--- src/rtl/sbr_pkg.sv ---
package sbr_pkg;

  localparam int unsigned BYTE_W = 8;
  localparam int unsigned BLK_W  = 3;
  localparam int unsigned SUB_W  = 4;

  // First command byte: block [7:5], direction [4], subblock [3:0]
  typedef struct packed {
    logic [BLK_W-1:0] blk;
    logic             wr;
    logic [SUB_W-1:0] sub;
  } cmd_t;

  // Legality of a block/subblock pair
  function automatic logic addr_ok(input logic [BLK_W-1:0]      blk,
                                   input logic [SUB_W-1:0]      sub,
                                   input logic [(1<<BLK_W)-1:0] blk_mask,
                                   input int unsigned           sub_count);
    return blk_mask[blk] && (32'(sub) < sub_count);
  endfunction

  // Which read-data bit goes out for a given bit position
  function automatic int unsigned tx_bit_index(input int unsigned cnt,
                                               input int unsigned end_bit);
    return end_bit - 1 - cnt;
  endfunction

endpackage

--- src/rtl/sbr_sync.sv ---
module sbr_sync #(
  parameter int unsigned     WIDTH   = 3,
  parameter int unsigned     STAGES  = 2,
  parameter logic [WIDTH-1:0] RST_VAL = '0
) (
  input  logic             clk,
  input  logic             rst_n,
  input  logic [WIDTH-1:0] d,
  output logic [WIDTH-1:0] q
);

  generate
    for (genvar i = 0; i < WIDTH; i++) begin : g_bit
      logic [STAGES-1:0] chain;
      always_ff @(posedge clk or negedge rst_n) begin
        if (!rst_n) chain <= {STAGES{RST_VAL[i]}};
        else        chain <= (chain << 1) | STAGES'(d[i]);
      end
      assign q[i] = chain[STAGES-1];
    end
  endgenerate

endmodule

--- src/rtl/sbr_rx.sv ---
module sbr_rx
  import sbr_pkg::*;
#(
  parameter int unsigned DATA_W        = 32,
  parameter int unsigned RD_STROBE_BIT = 16,
  parameter int unsigned WR_END        = 48,
  parameter int unsigned RD_END        = 64,
  parameter int unsigned CNT_W         = 7
) (
  input  logic              clk,
  input  logic              rst_n,
  input  logic              sclk_s,
  input  logic              mosi_s,
  input  logic              cs_n_s,
  output logic [CNT_W-1:0]  bit_cnt,
  output cmd_t              cmd_q,
  output logic [BYTE_W-1:0] reg_addr_q,
  output logic [DATA_W-1:0] shift_q,
  output logic              fall,
  output logic              reg_done,
  output logic              data_done
);

  logic sclk_d;
  wire  sel  = ~cs_n_s;
  wire  rise = sel & sclk_s & ~sclk_d;
  assign fall = sel & ~sclk_s & sclk_d;

  always_ff @(posedge clk or negedge rst_n) begin
    if (!rst_n) begin
      sclk_d     <= 1'b0;
      bit_cnt    <= '0;
      shift_q    <= '0;
      cmd_q      <= '0;
      reg_addr_q <= '0;
      reg_done   <= 1'b0;
      data_done  <= 1'b0;
    end else begin
      sclk_d    <= sclk_s;
      reg_done  <= 1'b0;
      data_done <= 1'b0;
      if (!sel) begin
        bit_cnt <= '0;
      end else if (rise) begin
        shift_q <= {shift_q[DATA_W-2:0], mosi_s};
        if (bit_cnt != CNT_W'(RD_END)) bit_cnt <= bit_cnt + 1'b1;
        if (bit_cnt == CNT_W'(BYTE_W-1))
          cmd_q <= cmd_t'({shift_q[BYTE_W-2:0], mosi_s});
        if (bit_cnt == CNT_W'(RD_STROBE_BIT-1)) begin
          reg_addr_q <= {shift_q[BYTE_W-2:0], mosi_s};
          reg_done   <= 1'b1;
        end
        if (bit_cnt == CNT_W'(WR_END-1)) data_done <= 1'b1;
      end
    end
  end

  // a deselect clears the position by the next cycle
  assert_cnt_cleared_R8: assert property (@(posedge clk) disable iff (!rst_n)
    cs_n_s |=> (bit_cnt == '0));

  // the position saturates at the end of the longest access
  assert_cnt_bounded_R10: assert property (@(posedge clk) disable iff (!rst_n)
    bit_cnt <= CNT_W'(RD_END));

  // a sampled bit needs a rising edge while selected
  assert_shift_on_rise_R1: assert property (@(posedge clk) disable iff (!rst_n)
    (bit_cnt != $past(bit_cnt) && bit_cnt != '0) |-> ($past(sclk_s) && !$past(sclk_d)));

endmodule

--- src/rtl/sbr_tx.sv ---
module sbr_tx #(
  parameter int unsigned DATA_W        = 32,
  parameter int unsigned RD_DATA_START = 32,
  parameter int unsigned RD_END        = 64,
  parameter int unsigned CNT_W         = 7,
  localparam int unsigned IDX_W        = $clog2(DATA_W)
) (
  input  logic              clk,
  input  logic              rst_n,
  input  logic              cs_n_s,
  input  logic              fall,
  input  logic              rd_mode,
  input  logic [CNT_W-1:0]  bit_cnt,
  input  logic [DATA_W-1:0] rdata,
  output logic              miso
);

  wire [IDX_W-1:0] idx = IDX_W'(sbr_pkg::tx_bit_index(32'(bit_cnt), RD_END));
  wire in_window = rd_mode && (bit_cnt >= CNT_W'(RD_DATA_START)) &&
                   (bit_cnt < CNT_W'(RD_END));

  always_ff @(posedge clk or negedge rst_n) begin
    if (!rst_n)      miso <= 1'b0;
    else if (cs_n_s) miso <= 1'b0;
    else if (fall)   miso <= in_window ? rdata[idx] : 1'b0;
  end

  // MISO is high only inside the read-data bytes
  assert_miso_quiet_R6: assert property (@(posedge clk) disable iff (!rst_n)
    miso |-> (rd_mode && bit_cnt >= CNT_W'(RD_DATA_START)));

  // MISO changes only after a falling edge or a deselect
  assert_miso_on_fall_R1: assert property (@(posedge clk) disable iff (!rst_n)
    !$stable(miso) |-> ($past(fall) || $past(cs_n_s)));

endmodule

--- src/rtl/spi_regbus_bridge.sv ---
module spi_regbus_bridge
  import sbr_pkg::*;
#(
  parameter int unsigned  SYNC_STAGES  = 2,
  parameter logic [7:0]   VALID_BLOCKS = 8'h2F,
  parameter int unsigned  SUB_COUNT    = 8,
  parameter int unsigned  PAD_BYTES    = 2,
  parameter int unsigned  DATA_BYTES   = 4
) (
  input  logic                       clk,
  input  logic                       rst_n,
  input  logic                       sclk,
  input  logic                       mosi,
  input  logic                       cs_n,
  output logic                       miso,
  output logic [2:0]                 reg_block,
  output logic [3:0]                 reg_sub,
  output logic [7:0]                 reg_addr,
  output logic                       reg_wr,
  output logic [DATA_BYTES*8-1:0]    reg_wdata,
  output logic                       reg_rd,
  input  logic [DATA_BYTES*8-1:0]    reg_rdata
);

  localparam int unsigned DATA_W        = DATA_BYTES * BYTE_W;
  localparam int unsigned RD_STROBE_BIT = 2 * BYTE_W;
  localparam int unsigned WR_END        = RD_STROBE_BIT + DATA_W;
  localparam int unsigned RD_DATA_START = RD_STROBE_BIT + PAD_BYTES * BYTE_W;
  localparam int unsigned RD_END        = RD_DATA_START + DATA_W;
  localparam int unsigned CNT_W         = $clog2(RD_END + 1);

  logic              sclk_s, mosi_s, cs_n_s;
  logic [CNT_W-1:0]  bit_cnt;
  cmd_t              cmd_q;
  logic [BYTE_W-1:0] reg_addr_q;
  logic [DATA_W-1:0] shift_q;
  logic              fall, reg_done, data_done;
  logic              rd_pend;
  logic [DATA_W-1:0] rdata_q;

  sbr_sync #(.WIDTH(3), .STAGES(SYNC_STAGES), .RST_VAL(3'b001)) u_sync (
    .clk (clk), .rst_n (rst_n),
    .d   ({sclk, mosi, cs_n}),
    .q   ({sclk_s, mosi_s, cs_n_s})
  );

  sbr_rx #(
    .DATA_W(DATA_W), .RD_STROBE_BIT(RD_STROBE_BIT), .WR_END(WR_END),
    .RD_END(RD_END), .CNT_W(CNT_W)
  ) u_rx (
    .clk (clk), .rst_n (rst_n),
    .sclk_s (sclk_s), .mosi_s (mosi_s), .cs_n_s (cs_n_s),
    .bit_cnt (bit_cnt), .cmd_q (cmd_q), .reg_addr_q (reg_addr_q),
    .shift_q (shift_q), .fall (fall),
    .reg_done (reg_done), .data_done (data_done)
  );

  sbr_tx #(
    .DATA_W(DATA_W), .RD_DATA_START(RD_DATA_START), .RD_END(RD_END), .CNT_W(CNT_W)
  ) u_tx (
    .clk (clk), .rst_n (rst_n), .cs_n_s (cs_n_s), .fall (fall),
    .rd_mode (~cmd_q.wr), .bit_cnt (bit_cnt), .rdata (rdata_q), .miso (miso)
  );

  // Decoded events brought out as named wires
  wire addr_valid = addr_ok(cmd_q.blk, cmd_q.sub, VALID_BLOCKS, SUB_COUNT);
  wire rd_fire    = reg_done  & ~cmd_q.wr &  addr_valid;
  wire rd_void    = reg_done  & ~cmd_q.wr & ~addr_valid;
  wire wr_fire    = data_done &  cmd_q.wr &  addr_valid;

  always_ff @(posedge clk or negedge rst_n) begin
    if (!rst_n) begin
      reg_rd    <= 1'b0;
      reg_wr    <= 1'b0;
      rd_pend   <= 1'b0;
      reg_wdata <= '0;
      rdata_q   <= '0;
    end else begin
      reg_rd  <= rd_fire;
      rd_pend <= reg_rd;
      reg_wr  <= wr_fire;
      if (wr_fire)      reg_wdata <= shift_q;
      if (rd_void)      rdata_q   <= '0;
      else if (rd_pend) rdata_q   <= reg_rdata;
    end
  end

  assign reg_block = cmd_q.blk;
  assign reg_sub   = cmd_q.sub;
  assign reg_addr  = reg_addr_q;

  assert_strobes_exclusive_R11: assert property (@(posedge clk) disable iff (!rst_n)
    !(reg_rd && reg_wr));

  assert_rd_single_R4: assert property (@(posedge clk) disable iff (!rst_n)
    reg_rd |=> !reg_rd);

  assert_rd_after_reg_byte_R4: assert property (@(posedge clk) disable iff (!rst_n)
    reg_rd |-> ($past(bit_cnt) == CNT_W'(RD_STROBE_BIT)));

  assert_wr_single_R3: assert property (@(posedge clk) disable iff (!rst_n)
    reg_wr |=> !reg_wr);

  assert_wr_after_data_R7: assert property (@(posedge clk) disable iff (!rst_n)
    reg_wr |-> ($past(bit_cnt) == CNT_W'(WR_END)));

  assert_wr_legal_R9: assert property (@(posedge clk) disable iff (!rst_n)
    reg_wr |-> addr_ok(reg_block, reg_sub, VALID_BLOCKS, SUB_COUNT));

  assert_rd_legal_R9: assert property (@(posedge clk) disable iff (!rst_n)
    reg_rd |-> addr_ok(reg_block, reg_sub, VALID_BLOCKS, SUB_COUNT));

endmodule

--- config.mk ---
export PLATFORM = sky130hd
export DESIGN_NAME = spi_regbus_bridge
export DESIGN_NICKNAME = d
export VERILOG_FILES = /design/src/rtl/sbr_pkg.sv /design/src/rtl/sbr_sync.sv /design/src/rtl/sbr_rx.sv /design/src/rtl/sbr_tx.sv /design/src/rtl/spi_regbus_bridge.sv
export SDC_FILE = /design/constraint.sdc
export NUM_CORES = 1
export LEC_CHECK = 0
export ABC_AREA = 1
export BUFFER_PORTS_ARGS = -buffer_cell sky130_fd_sc_hd__buf_2
export CAP_MARGIN = 20
export CORE_MARGIN = 2
export CORE_UTILIZATION = 56
export DETAILED_ROUTE_END_ITERATION = 12
export PLACE_DENSITY = 0.79
export REMOVE_ABC_BUFFERS = 1
export SETUP_SLACK_MARGIN = 0.1
export SYNTH_ARGS = -nofsm -noshare
export SYNTH_HDL_FRONTEND = slang
export SYNTH_SLANG_ARGS = --single-unit
--- constraint.sdc ---
create_clock -name clk -period 1.9 [get_ports clk]
set_clock_uncertainty 0.05 [all_clocks]
set_input_delay 0.19 -clock clk [delete_from_list [all_inputs] [get_ports clk]]
set_output_delay 0.19 -clock clk [all_outputs]
set_load 0.03 [all_outputs]
==> flow_summary.ini <==
[critical_path]
startpoint_type = flop
max_stage_delay_ns = 0.43
cpMaxStageDelayCell = dfrtp_1
cp_cell_sequence = ha_1 > inv_1 > nor4_2 > nand2_1 > o21ai_0 > a21oi_1
critPathTopFamily = simple AND/OR/NAND/NOR gates
r2r_slack_ns = 0.18
crit_arrival_ns = 2.08
critPathMaxFanout = 6
worst-path-buf-inv = 1
required_ns = 2.26
crit_path_end_kind = flop
worstSetupPathType = reg2reg

[clocking]
path_clk_slew_ns = 0.06
htreeDepth = 4
clk_path_buf_depth = 2
root_buffer = clkbuf_8
postCtsSetupBuffers = 0
clk_latency_ns = 0.53
tritoncts = done
cts_buffers = 17
clkSinkCount = 132

[routing]
via_per_inst = 5.26
final_antenna_net_count = 0
firstDrtPassIters = 5
drt-initial-drc-count = 189
num_vias = 4389
post_drt_wl_per_cell_um = 14.7
drt_wl_total_mm = 12.3
drc_errors = 0

[sta]
fin_crit_sh_pct = 90.3
finalMaxSlewViolations = 0
fin_hold_ws_ns = 0.241
slew_headroom_pct = 53.8
rsz0062_at_grt = true
finalSetupViolations = 0
worst_pin_slew_ns = 0.693
hold_violations = 0
fin_crit_ns = 1.72
fmax_mhz = 583

[placement]
dp_hpwl_mm = 7.08
gp_congestion = 0.879
place_area_um2 = 6020
io_buffers = 86

[grt]
use_met3_pct = 6.37
grt_max_degree = 133
grtUsageTotal_pct = 24.3
grt_pass1_vias = 4092
grt_overflow_total = 0
antenna_found_initial = 0
grtUsageMet2_pct = 38.6
use_met1_pct = 32.7
top_usage_layer = met2
grt_pass1_wl_mm = 19.7

[floorplan]
core.rowCount = 36
die_h_um = 103
initial_utilization_pct = 57.1
chipWidth_um = 103
ios = 87
core_area_um2 = 9640
die_area_um2 = 10600

[synth]
ys_warn_count = 0
ys_async_sr_fraction_pct = 100
synth_cells = 572
synth_area_um2 = 5500
ys_seq_area_share_pct = 60.1
ys_seq_elements = 132
yosysUniqueCellTypes = 31
syn_area_per_cell_um2 = 9.62
synth_edf_count = 0
synthFlopType = dfrtp_1

[pwr]
powerDensity_nw_per_um2 = 928
p_leak_nw = 3.61
ir_worst_vdd_mv = 0.570
p_total_w = 0.00649

[final_layout]
final_common_cell = nand2_1
finish.instance_area_um2 = 6990
drive_above_1_share_pct = 24.9
fill_cells = 716
fin_nets = 728
syn_to_final_growth_pct = 27.0
final_util_pct = 72.5
antenna_cells = 0
final_cell_mix = nand2_1, dfrtp_1, buf_2, nand3_1, dlygate4sd3_1

[min_path]
worstHoldPathType = in2async

[status]
status = completed

[flow_run]
cap_viol_max_count = 0
[per-layer routing]
| layer | share of wire [%] | wire [µm] |
|---|---|---|
| met3 | 5.1 | 626 |
| met5 | 0 | 0 |
| met4 | 1.9 | 233 |
| met2 | 50 | 6100 |
| met1 | 43 | 5300 |
[final timing paths]
check	from	endpoint	cells past startpoint
worst max-delay path	u_rx.bit_cnt[1]	u_rx.bit_cnt[6]	6
worst min-delay path	rst_n	rdata_q[3]	3
worst max register to register	u_rx.bit_cnt[1]	u_rx.bit_cnt[6]	6
worst min register to register	u_sync.g_bit[1].chain[0]	u_sync.g_bit[1].chain[1]	0
max in group asynchronous	rst_n	rdata_q[5]	3
min in group clk	sclk	u_sync.g_bit[2].chain[0]	2
[cells by family (layout without fill, tap and decap cells)]
kind of cell	after synthesis	in the layout	share of synthesized area (%)
AOI/OAI and AO/OA	44	44	4.41
adders and majority gates	2	2	0.455
buffers and inverters	62	192	5.66
DFF	132	132	60.1
muxes	25	25	5.11
and+or+nand+nor	307	307	24.3
[report_power, final]
part / internal (W) / leakage [nW] / switching (W) / total, W
registers: 0.00287 / 1.65 / 0.0000329 / 0.00290
clock network: 0.00196 / 0.287 / 0.00127 / 0.00323
logic: 0.000140 / 1.67 / 0.000221 / 0.000360
[worst register-to-register path, cell delays in order, from the launching register on]
cell and delay, ns:
dfrtp_1 0.43, ha_1 0.23, inv_1 0.13, nor4_2 0.35, nand2_1 0.13, o21ai_0 0.21, a21oi_1 0.06
[per-stage QoR]
step,setup slack (ns),std cells,setup TNS (ns)
floorplan,-0.410,536,-18.91
global placement,0.311,767,0
detailed placement,0.195,767,0
CTS,0.163,835,0
global route,0.0995,835,0
finish,0.184,835,0
[state kept, by name (all words and copies together) (netlist names)]
name                cells
rdata_q                32
reg_wdata              32
u_rx.shift_q           32
u_rx.cmd_q              8
u_rx.reg_addr_q         8
u_rx.bit_cnt            7
u_sync.g_bit.chain      6
rd_pend                 1
reg_rd                  1
reg_wr                  1
u_rx.data_done          1
u_rx.reg_done           1
u_rx.sclk_d             1
u_tx.miso               1
[cells in the mapped netlist, types with 2 or more instances]
library cell / count / area share (%)
nand2_1: 196 / 13
dfrtp_1: 130 / 59
nand3_1: 81 / 7.4
mux2_2: 25 / 5.1
inv_1: 22 / 1.5
o21ai_0: 18 / 1.6
o21ai_1: 13 / 1.2
buf_4: 11 / 1.5
buf_2: 10 / 0.91
nor2_1: 10 / 0.68
clkbuf_1: 8 / 0.55
o21a_1: 7 / 0.95
buf_1: 5 / 0.34
a21oi_1: 4 / 0.36
nor3_1: 4 / 0.36
inv_2: 3 / 0.20
nand2_2: 3 / 0.34
nand3_2: 3 / 0.55
nor4_1: 3 / 0.34
dfstp_2: 2 / 0.95
ha_1: 2 / 0.45
nand4_2: 2 / 0.45
nor2_2: 2 / 0.23
[what timing repair did]
item	in CTS	in global routing
hold buffers	36	0
endpoints found under the hold margin	165	0
endpoints found under the setup margin	0	9
gates resized for setup	0	2
[area by class of cell]
class	count	area (µm²)	share of cell area (%)
Timing Repair Buffer	134	921	13.2
Multi-Input combinational cell	378	1910	27.3
Clock inverter	13	149	2.13
Sequential cell	132	3310	47.3
Tap cell	133	166	2.38
Clock buffer	19	442	6.32
Inverter	26	98.8	1.41
Power figures use the tool's default switching activity.
